### src/rtl/cursor_pkg.sv
package cursor_pkg;

    localparam int DATA_W   = 32;
    localparam int ADDR_W   = 12;
    localparam int COORD_W  = 16;
    localparam int PIX_W    = 24;
    localparam int CUR_DIM  = DATA_W;
    localparam int ROW_W    = $clog2(CUR_DIM);
    localparam int PLANE_SH = $clog2(CUR_DIM * 4);
    localparam int N_PLANES = 2;

    localparam logic [ADDR_W-1:0]  OFS_POS  = 12'h8FC;
    localparam logic [ADDR_W-1:0]  OFS_MISC = 12'h818;
    localparam logic [ADDR_W-1:0]  OFS_MASK = 12'h900;
    localparam logic [ADDR_W-1:0]  OFS_BITS = 12'h980;
    localparam logic [DATA_W-1:0]  MISC_FORCE = 32'h0200_0000;
    localparam logic [COORD_W-1:0] POS_RESET  = 16'hF000;
    localparam logic [COORD_W:0]   CUR_SPAN   = (COORD_W + 1)'(CUR_DIM);

    typedef enum logic [2:0] {
        SEL_NONE,
        SEL_POS,
        SEL_MASK,
        SEL_BITS,
        SEL_MISC
    } reg_sel_e;

    typedef enum logic [1:0] {
        PICK_PIXEL,
        PICK_COL2,
        PICK_COL3
    } pick_e;

    // x occupies the upper half of the packed word, y the lower half
    typedef struct packed {
        logic [COORD_W-1:0] x;
        logic [COORD_W-1:0] y;
    } cur_pos_t;

    typedef struct packed {
        logic             hit;
        logic [ROW_W-1:0] row;
        logic [ROW_W-1:0] col;
    } hit_info_t;

    function automatic reg_sel_e decode_offset(input logic [ADDR_W-1:0] a);
        reg_sel_e s;
        s = SEL_NONE;
        if (a == OFS_POS)
            s = SEL_POS;
        else if (a == OFS_MISC)
            s = SEL_MISC;
        else if (a[ADDR_W-1:PLANE_SH] == OFS_MASK[ADDR_W-1:PLANE_SH])
            s = SEL_MASK;
        else if (a[ADDR_W-1:PLANE_SH] == OFS_BITS[ADDR_W-1:PLANE_SH])
            s = SEL_BITS;
        return s;
    endfunction

    // true when v lies in [lo, lo+CUR_DIM) without wrapping
    function automatic logic in_span(input logic [COORD_W-1:0] lo,
                                     input logic [COORD_W-1:0] v);
        logic [COORD_W:0] d;
        d = {1'b0, v} - {1'b0, lo};
        return (v >= lo) && (d < CUR_SPAN);
    endfunction

endpackage

### src/rtl/cursor_plane.sv
module cursor_plane
    import cursor_pkg::*;
(
    input  logic              clk,
    input  logic              rst,
    input  logic              wr_en,
    input  logic [ROW_W-1:0]  wr_row,
    input  logic [DATA_W-1:0] wr_data,
    input  logic [ROW_W-1:0]  rd_row,
    output logic [DATA_W-1:0] rd_word
);

    logic [DATA_W-1:0] rows_q [CUR_DIM];

    always_ff @(posedge clk) begin
        if (rst) begin
            for (int r = 0; r < CUR_DIM; r++)
                rows_q[r] <= '0;
        end else if (wr_en) begin
            rows_q[wr_row] <= wr_data;
        end
    end

    assign rd_word = rows_q[rd_row];

endmodule

### src/rtl/cursor_regs.sv
module cursor_regs
    import cursor_pkg::*;
(
    input  logic              clk,
    input  logic              rst,
    input  logic              reg_we,
    input  logic [ADDR_W-1:0] reg_addr,
    input  logic [DATA_W-1:0] reg_wdata,
    output logic [DATA_W-1:0] reg_rdata,
    input  logic [ROW_W-1:0]  row_sel,
    output cur_pos_t          pos,
    output logic [DATA_W-1:0] mask_row,
    output logic [DATA_W-1:0] bits_row
);

    reg_sel_e                          sel;
    logic [ROW_W-1:0]                  wr_row;
    logic [N_PLANES-1:0]               plane_we;
    logic [N_PLANES-1:0][DATA_W-1:0]   plane_word;
    cur_pos_t                          pos_q;
    logic [DATA_W-1:0]                 misc_q;

    assign sel    = decode_offset(reg_addr);
    assign wr_row = reg_addr[PLANE_SH-1:2];

    assign plane_we[0] = reg_we && (sel == SEL_MASK);
    assign plane_we[1] = reg_we && (sel == SEL_BITS);

    for (genvar p = 0; p < N_PLANES; p++) begin : g_plane
        cursor_plane u_plane (
            .clk     (clk),
            .rst     (rst),
            .wr_en   (plane_we[p]),
            .wr_row  (wr_row),
            .wr_data (reg_wdata),
            .rd_row  (row_sel),
            .rd_word (plane_word[p])
        );
    end

    always_ff @(posedge clk) begin
        if (rst) begin
            pos_q  <= '{x: POS_RESET, y: POS_RESET};
            misc_q <= '0;
        end else if (reg_we) begin
            if (sel == SEL_POS)
                pos_q <= cur_pos_t'(reg_wdata);
            if (sel == SEL_MISC)
                misc_q <= reg_wdata;
        end
    end

    always_comb begin
        reg_rdata = '0;
        if (sel == SEL_MISC)
            reg_rdata = misc_q | MISC_FORCE;
    end

    assign pos      = pos_q;
    assign mask_row = plane_word[0];
    assign bits_row = plane_word[1];

endmodule

### src/rtl/cursor_hit.sv
module cursor_hit
    import cursor_pkg::*;
(
    input  cur_pos_t           pos,
    input  logic [COORD_W-1:0] pix_x,
    input  logic [COORD_W-1:0] pix_y,
    input  logic [COORD_W-1:0] disp_width,
    input  logic [COORD_W-1:0] disp_height,
    output hit_info_t          info
);

    logic x_in, y_in, visible;

    assign x_in    = in_span(pos.x, pix_x);
    assign y_in    = in_span(pos.y, pix_y);
    assign visible = (pix_x < disp_width) && (pix_y < disp_height)
                   && (pos.x < disp_width);

    assign info.hit = x_in && y_in && visible;
    assign info.row = ROW_W'(pix_y - pos.y);
    assign info.col = ROW_W'(pix_x - pos.x);

endmodule

### src/rtl/cursor_mix.sv
module cursor_mix
    import cursor_pkg::*;
(
    input  logic              clk,
    input  logic              rst,
    input  logic              hit,
    input  logic [ROW_W-1:0]  col,
    input  logic [DATA_W-1:0] mask_row,
    input  logic [DATA_W-1:0] bits_row,
    input  logic [PIX_W-1:0]  pix_in,
    input  logic [PIX_W-1:0]  ovl_col2,
    input  logic [PIX_W-1:0]  ovl_col3,
    output logic [PIX_W-1:0]  pix_out
);

    logic [ROW_W-1:0] bidx;
    pick_e            pick;

    // leftmost column is the most significant bit
    assign bidx = ROW_W'(CUR_DIM - 1) - col;

    always_comb begin
        pick = PICK_PIXEL;
        if (hit && mask_row[bidx])
            pick = bits_row[bidx] ? PICK_COL3 : PICK_COL2;
    end

    always_ff @(posedge clk) begin
        if (rst) begin
            pix_out <= '0;
        end else begin
            unique case (pick)
                PICK_COL2: pix_out <= ovl_col2;
                PICK_COL3: pix_out <= ovl_col3;
                default:   pix_out <= pix_in;
            endcase
        end
    end

endmodule

### src/rtl/cursor_overlay.sv
module cursor_overlay
    import cursor_pkg::*;
(
    input  logic               clk,
    input  logic               rst,
    input  logic               reg_we,
    input  logic [ADDR_W-1:0]  reg_addr,
    input  logic [DATA_W-1:0]  reg_wdata,
    output logic [DATA_W-1:0]  reg_rdata,
    input  logic [COORD_W-1:0] disp_width,
    input  logic [COORD_W-1:0] disp_height,
    input  logic [COORD_W-1:0] pix_x,
    input  logic [COORD_W-1:0] pix_y,
    input  logic [PIX_W-1:0]   pix_in,
    input  logic [PIX_W-1:0]   ovl_col2,
    input  logic [PIX_W-1:0]   ovl_col3,
    output logic [PIX_W-1:0]   pix_out
);

    cur_pos_t          cur_pos;
    hit_info_t         hit_info;
    logic [DATA_W-1:0] mask_row;
    logic [DATA_W-1:0] bits_row;

    cursor_regs u_regs (
        .clk       (clk),
        .rst       (rst),
        .reg_we    (reg_we),
        .reg_addr  (reg_addr),
        .reg_wdata (reg_wdata),
        .reg_rdata (reg_rdata),
        .row_sel   (hit_info.row),
        .pos       (cur_pos),
        .mask_row  (mask_row),
        .bits_row  (bits_row)
    );

    cursor_hit u_hit (
        .pos         (cur_pos),
        .pix_x       (pix_x),
        .pix_y       (pix_y),
        .disp_width  (disp_width),
        .disp_height (disp_height),
        .info        (hit_info)
    );

    cursor_mix u_mix (
        .clk      (clk),
        .rst      (rst),
        .hit      (hit_info.hit),
        .col      (hit_info.col),
        .mask_row (mask_row),
        .bits_row (bits_row),
        .pix_in   (pix_in),
        .ovl_col2 (ovl_col2),
        .ovl_col3 (ovl_col3),
        .pix_out  (pix_out)
    );

endmodule

### config.mk
export PLATFORM = sky130hd
export DESIGN_NAME = cursor_overlay
export DESIGN_NICKNAME = d
export VERILOG_FILES = /design/src/rtl/cursor_pkg.sv /design/src/rtl/cursor_plane.sv /design/src/rtl/cursor_regs.sv /design/src/rtl/cursor_hit.sv /design/src/rtl/cursor_mix.sv /design/src/rtl/cursor_overlay.sv
export SDC_FILE = /design/constraint.sdc
export NUM_CORES = 2
export LEC_CHECK = 0
export BUFFER_PORTS_ARGS = -buffer_cell sky130_fd_sc_hd__buf_2
export CAP_MARGIN = 20
export CORE_MARGIN = 3
export CORE_UTILIZATION = 40
export DETAILED_ROUTE_END_ITERATION = 16
export PLACE_DENSITY = 0.55
export SYNTH_ARGS = -nofsm -noshare
export SYNTH_HDL_FRONTEND = slang
export SYNTH_HIERARCHICAL = 1
export SYNTH_SLANG_ARGS = --single-unit
### constraint.sdc
create_clock -name clk -period 5.22 [get_ports clk]
set_input_delay 0.522 -clock clk [delete_from_list [all_inputs] [get_ports clk]]
set_output_delay 0.522 -clock clk [all_outputs]
set_load 0.03 [all_outputs]
# Yosys cells after proc, flatten, opt, wreduce, memory -nomap -nowiden
# Memories as Yosys holds them, arrays and structs flattened.
# Index checks and enable logic that the tools add are counted.
dict set report word_totals {
  ff_bits 88
  mem_bits_rw 2048
  in_bits 183
  output_inout_bits 56
  wordCells 68
  memories 2
}
dict set report classes {
  n_addsub 5
  n_lt_le_gt_ge 8
  n_eq_ne 10
  muxes 26
  reduce_logical 13
}
# name depth width read_ports rd_ports_with_merged_regs wr line_no
set mem_list {}
lappend mem_list {{u_regs.g_plane[0].u_plane.rows_q} 32 32 1 0 32 cursor_plane.sv:13} ;# logic [DATA_W-1:0] rows_q [CUR_DIM];
lappend mem_list {{u_regs.g_plane[1].u_plane.rows_q} 32 32 1 0 32 cursor_plane.sv:13}
# cell count
set op_table {}
lappend op_table {{$mux 32} 3}
lappend op_table {{$reduce_or 32->1} 2}
lappend op_table {{$lt 16x16->1} 3}
lappend op_table {{$pmux 24 s2} 1}
lappend op_table {{$lt 17x6->1 const B} 2}
lappend op_table {{$sub 16x16->17} 2}
lappend op_table {{$ge 16x16->1} 2}
lappend op_table {{$eq 12x12->1 const B} 2}
lappend op_table {{$mux 1} 12}
lappend op_table {{$bmux 1 s5} 2}
lappend op_table {{$eq 5x5->1 const B} 2}
lappend op_table {{$mux 5} 2}
lappend op_table {{$sub 5x5->5} 2}
lappend op_table {{$logic_and 1x1->1} 9}
lappend op_table {{$mux 3} 3}
lappend op_table {{$eq 3x2->1 const B} 2}
lappend op_table {{$lt 5x6->1 const B} 1}
lappend op_table {{$mux 2} 3}
lappend op_table {{$sub 5x5->5 const A} 1}
lappend op_table {{$reduce_and 2->1} 2}
lappend op_table {{$eq 3x1->1 const B} 1}
lappend op_table {{$eq 3x3->1 const B} 1}
lappend op_table {{$eq 2x1->1 const B} 1}
lappend op_table {{$eq 2x2->1 const B} 1}

# Logic depth before layout (Yosys ltp)
dict set report logic_depth {
  word_depth 12
  mapped_depth 21
  depth_no_buf 17
}

# Modules after synthesis
# The synthesis kept the hierarchy.
# module instances cells_per_inst area_each_um2 seq_area_each_um2
set modules_own_cells {}
lappend modules_own_cells {{cursor_plane at u_regs.g_plane[1].u_plane} 1 3482 47548.1 30749.5}
lappend modules_own_cells {{cursor_plane at u_regs.g_plane[0].u_plane} 1 3482 47484.3 30749.5}
lappend modules_own_cells {cursor_hit 1 402 2892.8 0.0}
lappend modules_own_cells {cursor_regs 1 294 2887.8 1261.2}
lappend modules_own_cells {cursor_mix 1 173 1805.5 480.5}

# Worst setup path before layout
# Ideal clock, no wire load.
dict set report synth_timing {
  kind {input-to-reg}
  start {input pix_y[0]}
  end {register u_mix.pix_out[0]}
  setup_ns 0.146
  arrival_time_ns 3.991
  required_time_ns 5.074
  slack_ns 1.083
  cell_stages 20
  n_path_buf 4
  cell_sequence {inv_1 > ha_1 > fa_1 > nor2b_1 > o21a_1 > nor2_1 > xnor2_1 > or2_2 > clkbuf_1 > clkbuf_1 > nor3_1 > a31oi_1 > nand3_1 > mux2i_1 > a221o_1 > o221a_2 > a2111oi_4 > buf_6 > buf_6 > a211oi_2}
}
# item line_no
set synth_rtl {}
lappend synth_rtl {{start, declared} cursor_overlay.sv:13} ;# input logic [COORD_W-1:0] pix_y,
lappend synth_rtl {{end signal, assigned} cursor_mix.sv:33} ;# PICK_COL2: pix_out <= ovl_col2;
lappend synth_rtl {{end signal, assigned} cursor_mix.sv:34} ;# PICK_COL3: pix_out <= ovl_col3;
lappend synth_rtl {{end signal, assigned} cursor_mix.sv:35} ;# default: pix_out <= pix_in;
lappend synth_rtl {{end, declared} cursor_mix.sv:13} ;# output logic [PIX_W-1:0] pix_out

==> impl.org <==
** GRT
- Antenna violations before repair :: 17
- The first global-routing pass estimated 457000 µm of wire.
- Total Routing Usage GR :: 0.238
- Vias in the first global route :: 62200
- Largest net degree at the start of global routing :: 109
- For this run the aggregate overflow at the end of global routing stands at 0.

** Worst hold path
- Count of cells along the worst hold path :: 3
- Startpoint of the tightest hold check path :: reg_wdata[6]
- Worst hold path type :: primary input to flip-flop
- Hold-critical path endpoint :: u_regs/pos[6]

** Floorplan
- For this configuration, the core starts out at a cell density of 0.403.
- Top-level port count :: 239
- The die is 513 µm wide.
- Standard cell core area :: 0.255 mm²
- Number of cell rows :: 185
- Die Span Y :: 513 µm
- Full die area :: 0.263 mm²

** Logic synthesis
- Post-synthesis instance total :: 7833
- After synthesis the netlist holds a flip-flop and latch count of 2135.
- Synthesized netlist net count :: 8095
- Post-synthesis cell type with the largest combined area :: edfxtp_1
- The synthesized design contains 2048 enable-type register cells.
- In this run the cell area of the synthesized design comes to 0.103 mm².
- Counting instances in the post-synthesis netlist gives the leading cell types as and2_1 (2084), edfxtp_1 (2048), mux2i_1 (1139), clkbuf_1 (368), a21oi_1 (228).
- After synthesis, the netlist uses 85 different library cells.
- The average instance in the mapped netlist occupies 13.1 µm².
- Of all flip-flops after synthesis, the portion carrying an async set or reset was 0.
- Sequential area share after synthesis :: 0.616
- In the synthesized netlist the dominant register cell turns out to be edfxtp_1.
- Top-area cell type share of the netlist area :: 0.599
- Top-count cell post-synth :: and2_1
- Most area-consuming cells after synthesis :: edfxtp_1 (60%), and2_1 (13%), mux2i_1 (11%)
- Yosys printed 6 warnings.

** Placed design
- The congestion estimate from routability-driven global placement came to 0.899.
- After detailed placement, the design holds a cell count of 11100.
- After detailed placement, the total cell area comes to 0.108 mm².
- Detailed placement finished with a half-perimeter wire length of 189000 µm.
- Number of buffers inserted by port buffering :: 238

** Worst setup path
- The worst register-to-register path has a depth of 19.
- Maximum net fanout on the critical path :: 28
- Worst path max stage delay :: 750 ps
- Among cell families on the critical path, the largest total delay comes from buffers and inverters.
- Cell chain of the critical path :: ha_1 > fa_2 > inv_16 > buf_16 > buf_4 > mux2i_1 > a22o_1 > nor3_1 > a31oi_1 > buf_4 > nand3_1 > mux2i_1 > a21oi_1 > nand3_1 > and4_2 > buf_12 > mux2i_1 > dlygate4sd3_1 > a211oi_2
- The critical path crosses 19 cells after its start point.
- In this run the register-to-register setup slack is 140 ps.
- Kind of critical path :: flip-flop to flip-flop
- Arr. time, crit path :: 5870 ps
- By instance count, the cell type seen most on the critical path is mux2i_1.
- The worst register-to-register path begins at u_regs/pos[0].
- Among all stages on the critical path, the largest delay is contributed by fa_2.
- Worst endpoint required time :: 6010 ps
- Capture instance of the worst register-to-register path :: u_mix/pix_out[21]
- Combined buffer and inverter count along the critical path :: 6
- The worst setup path is launched from a flip-flop.
- STA classifies the critical path endpoint as a flip-flop.

** Routing
- After detailed routing, the number of remaining DRC violations is 0.
- Across all layers, the routed design uses 63500 vias.
- Pre-antenna DRT Iters :: 6
- The detail route stage leaves a number of antenna-violating nets equal to 0.
- Wire length after detailed routing :: 321000 µm
- Post-detailed-route wirelength per cell :: 27.6 µm
- After the first detailed-routing iteration, the DRC count stood at 5869.
- Using the TritonRoute via totals, the vias-per-cell ratio works out to 5.45.

** Timing
- Hold Violations, Final :: 0
- For the pin with the worst max-slew slack, the measured transition is 1120 ps.
- The worst pin sits at a relative slew slack of 0.251.
- Setup-violating endpoint count in the final report :: 0
- The worst path needs 5080 ps of the cycle, external delays included.
- Dividing the final minimum period by the clock period gives 0.974.
- Final Slew Violations :: 0
- The clock arrives with 62.0 ps of skew.
- Derived from the worst setup path, the maximum achievable clock frequency is 197 MHz.

** Power
- Power dissipated by switching net loads :: 9.88 mW
- Of the total power, combinational logic draws 0.098.
- Register share of total power :: 0.492
- Static leakage :: 44.7 nW
- Internal power :: 30.3 mW
- Clock power frac :: 0.410
- Across the VDD grid, the largest voltage drop is 0.367 mV.
- Power density over cell area :: 344 mW/mm²
- Of the total power, the share spent switching nets is 0.246.

** Flow run
- Across the run, the number of max-cap violations was 0.

** Finish
- In the final layout, the multi-input gates occupy 0.0358 mm².
- Of the cells placed in the final design, the portion with a size suffix greater than 1 is 0.138.
- After routing the design area is 0.117 mm².
- Layout filler cell count :: 22400
- The finished layout holds 11600 standard cells, fillers aside.
- After the last flow step, the layout net total stands at 8311.
- Area growth syn-to-layout :: 14.0%
- Flip-flop and latch area :: 0.0632 mm²

** Clocking
- H-tree depth reported by CTS :: 4
- CTS clk-pin slew, worst paths :: 60 ps
- The clock drives 2135 sinks.
- The clock reaches the later pin of the worst-skew pair after 880 ps.
- TritonCTS Buffers :: 231
- TritonCTS built the clock tree.
- The root buffer cell chosen for the clock tree is clkbuf_16.
- Number of buffers between clock root and the deepest sink :: 3

** Outcome
- Status :: finished clean
## power groups by stage
stage	logic, mW	registers, mW	clock network, mW
4_1_cts	3.92	19.8	16.8
3_3_place_gp	3.81	20.1	0
3_5_place_dp	3.83	20.1	0
2_1_floorplan	2.03	20.1	0
6_report	3.94	19.8	16.5
5_1_grt	4.15	19.8	17.5
## routing by layer
metal	track usage	part of all wire
met1	0.327	0.43
met2	0.380	0.47
met3	0.0414	0.066
met4	0.0800	0.033
met5	0	0
## registers in the layout (all words and copies together) (netlist names)
signal / flops
u_mix/pix_out: 24
u_regs/g_plane.u_plane/rows_q: 2048
u_regs/pos: 32
u_regs/misc_q: 31
## what timing repair did
action / in CTS / in global routing
gates resized for setup: 3 / 28
hold buffers: 73 / 0
setup buffers: 0 / 4
hold endpoints to repair: 36 / 0
endpoints found under the setup margin: 24 / 24
cloned: 0 / 5
## worst min-delay path, delay by kind of cell
family / cells / cell delay [ps]
buffers and inverters: 1 / 180
and+or+nand+nor: 1 / 110
muxes: 1 / 70
## through the flow
stage | worst slack [ps] | hold WS [ps] | TNS (ps) | power, mW | utilization
after global routing | -2.68 | 48.7 | -2.68 | 41.5 | 0.459
after floorplan | 1080 | 444 | 0 | 22.1 | -
after CTS | 1.56 | 6.92 | 0 | 40.5 | 0.458
final | 138 | 85.2 | 0 | 40.2 | 0.459
after global placement | -588 | 454 | -13300 | 23.9 | 0.425
after detailed placement | -597 | 459 | -13190 | 24.0 | 0.425
## kinds of logic (layout without fill, tap and decap cells)
logic type,count (synthesis),after routing,synth area share
AOI/OAI and AO/OA,743,743,0.0511
xor gates and xnor gates,8,8,0.000683
adders and majority gates,79,79,0.00978
buffers and inverters,764,1184,0.0381
DFF,2135,2135,0.616
muxes,1145,1145,0.112
other,0,21,0
and+or+nand+nor,2959,2960,0.172
## cells in the final DEF (no fill, tap or decap), drive strengths merged, types with 4 or more instances in the layout
master       Yosys  routed
dlygate4sd3      0      73
dfxtp           87      87
nand3          212     212
a21boi           4       4
clkinv           0     111
clkinvlp         0       6
a22o           128     128
clkbuf         425     295
nor3            72      72
nand4           10      10
nor2           134     134
xnor2            6       6
or2             67      67
a31oi           66      66
a21o            13      13
nand3b           9       9
or4              6       6
or3              5       5
inv             82      89
nand2b         106     106
o21ai           19      19
or3b             4       4
edfxtp        2048    2048
diode            0      21
nand2          222     222
a22oi          200     200
bufinv           0      23
o21a             8       8
a211oi          31      31
o2111ai          4       4
mux4             5       5
nor2b           16      16
a32oi            5       5
ha              77      77
and2          2084    2085
a21oi          228     228
mux2i         1139    1139
buf            257     587
## worst max path at each step
stage | startpoint | end | slack (ps)
5_1_grt | u_regs/pos[0] | u_mix/pix_out[21] | -3
3_3_place_gp | pix_y[1] | u_mix/pix_out[3] | -590
6_report | u_regs/pos[0] | u_mix/pix_out[21] | 140
4_1_cts | u_regs/pos[1] | u_mix/pix_out[3] | 2
2_1_floorplan | pix_y[0] | u_mix/pix_out[0] | 1080
3_5_place_dp | pix_y[1] | u_mix/pix_out[1] | -600
## layout make-up
type                       instances  share of cell area
clock inverter                   146              0.0134
timing repair inverter             1           0.0000749
inverter                          82             0.00277
sequential                      2135               0.541
tap                             3366              0.0360
multi-input combinational       4935               0.306
antenna                           21            0.000449
timing repair buffer             663              0.0489
clock buffer                     292              0.0521
(Power assumes the default switching activity.)
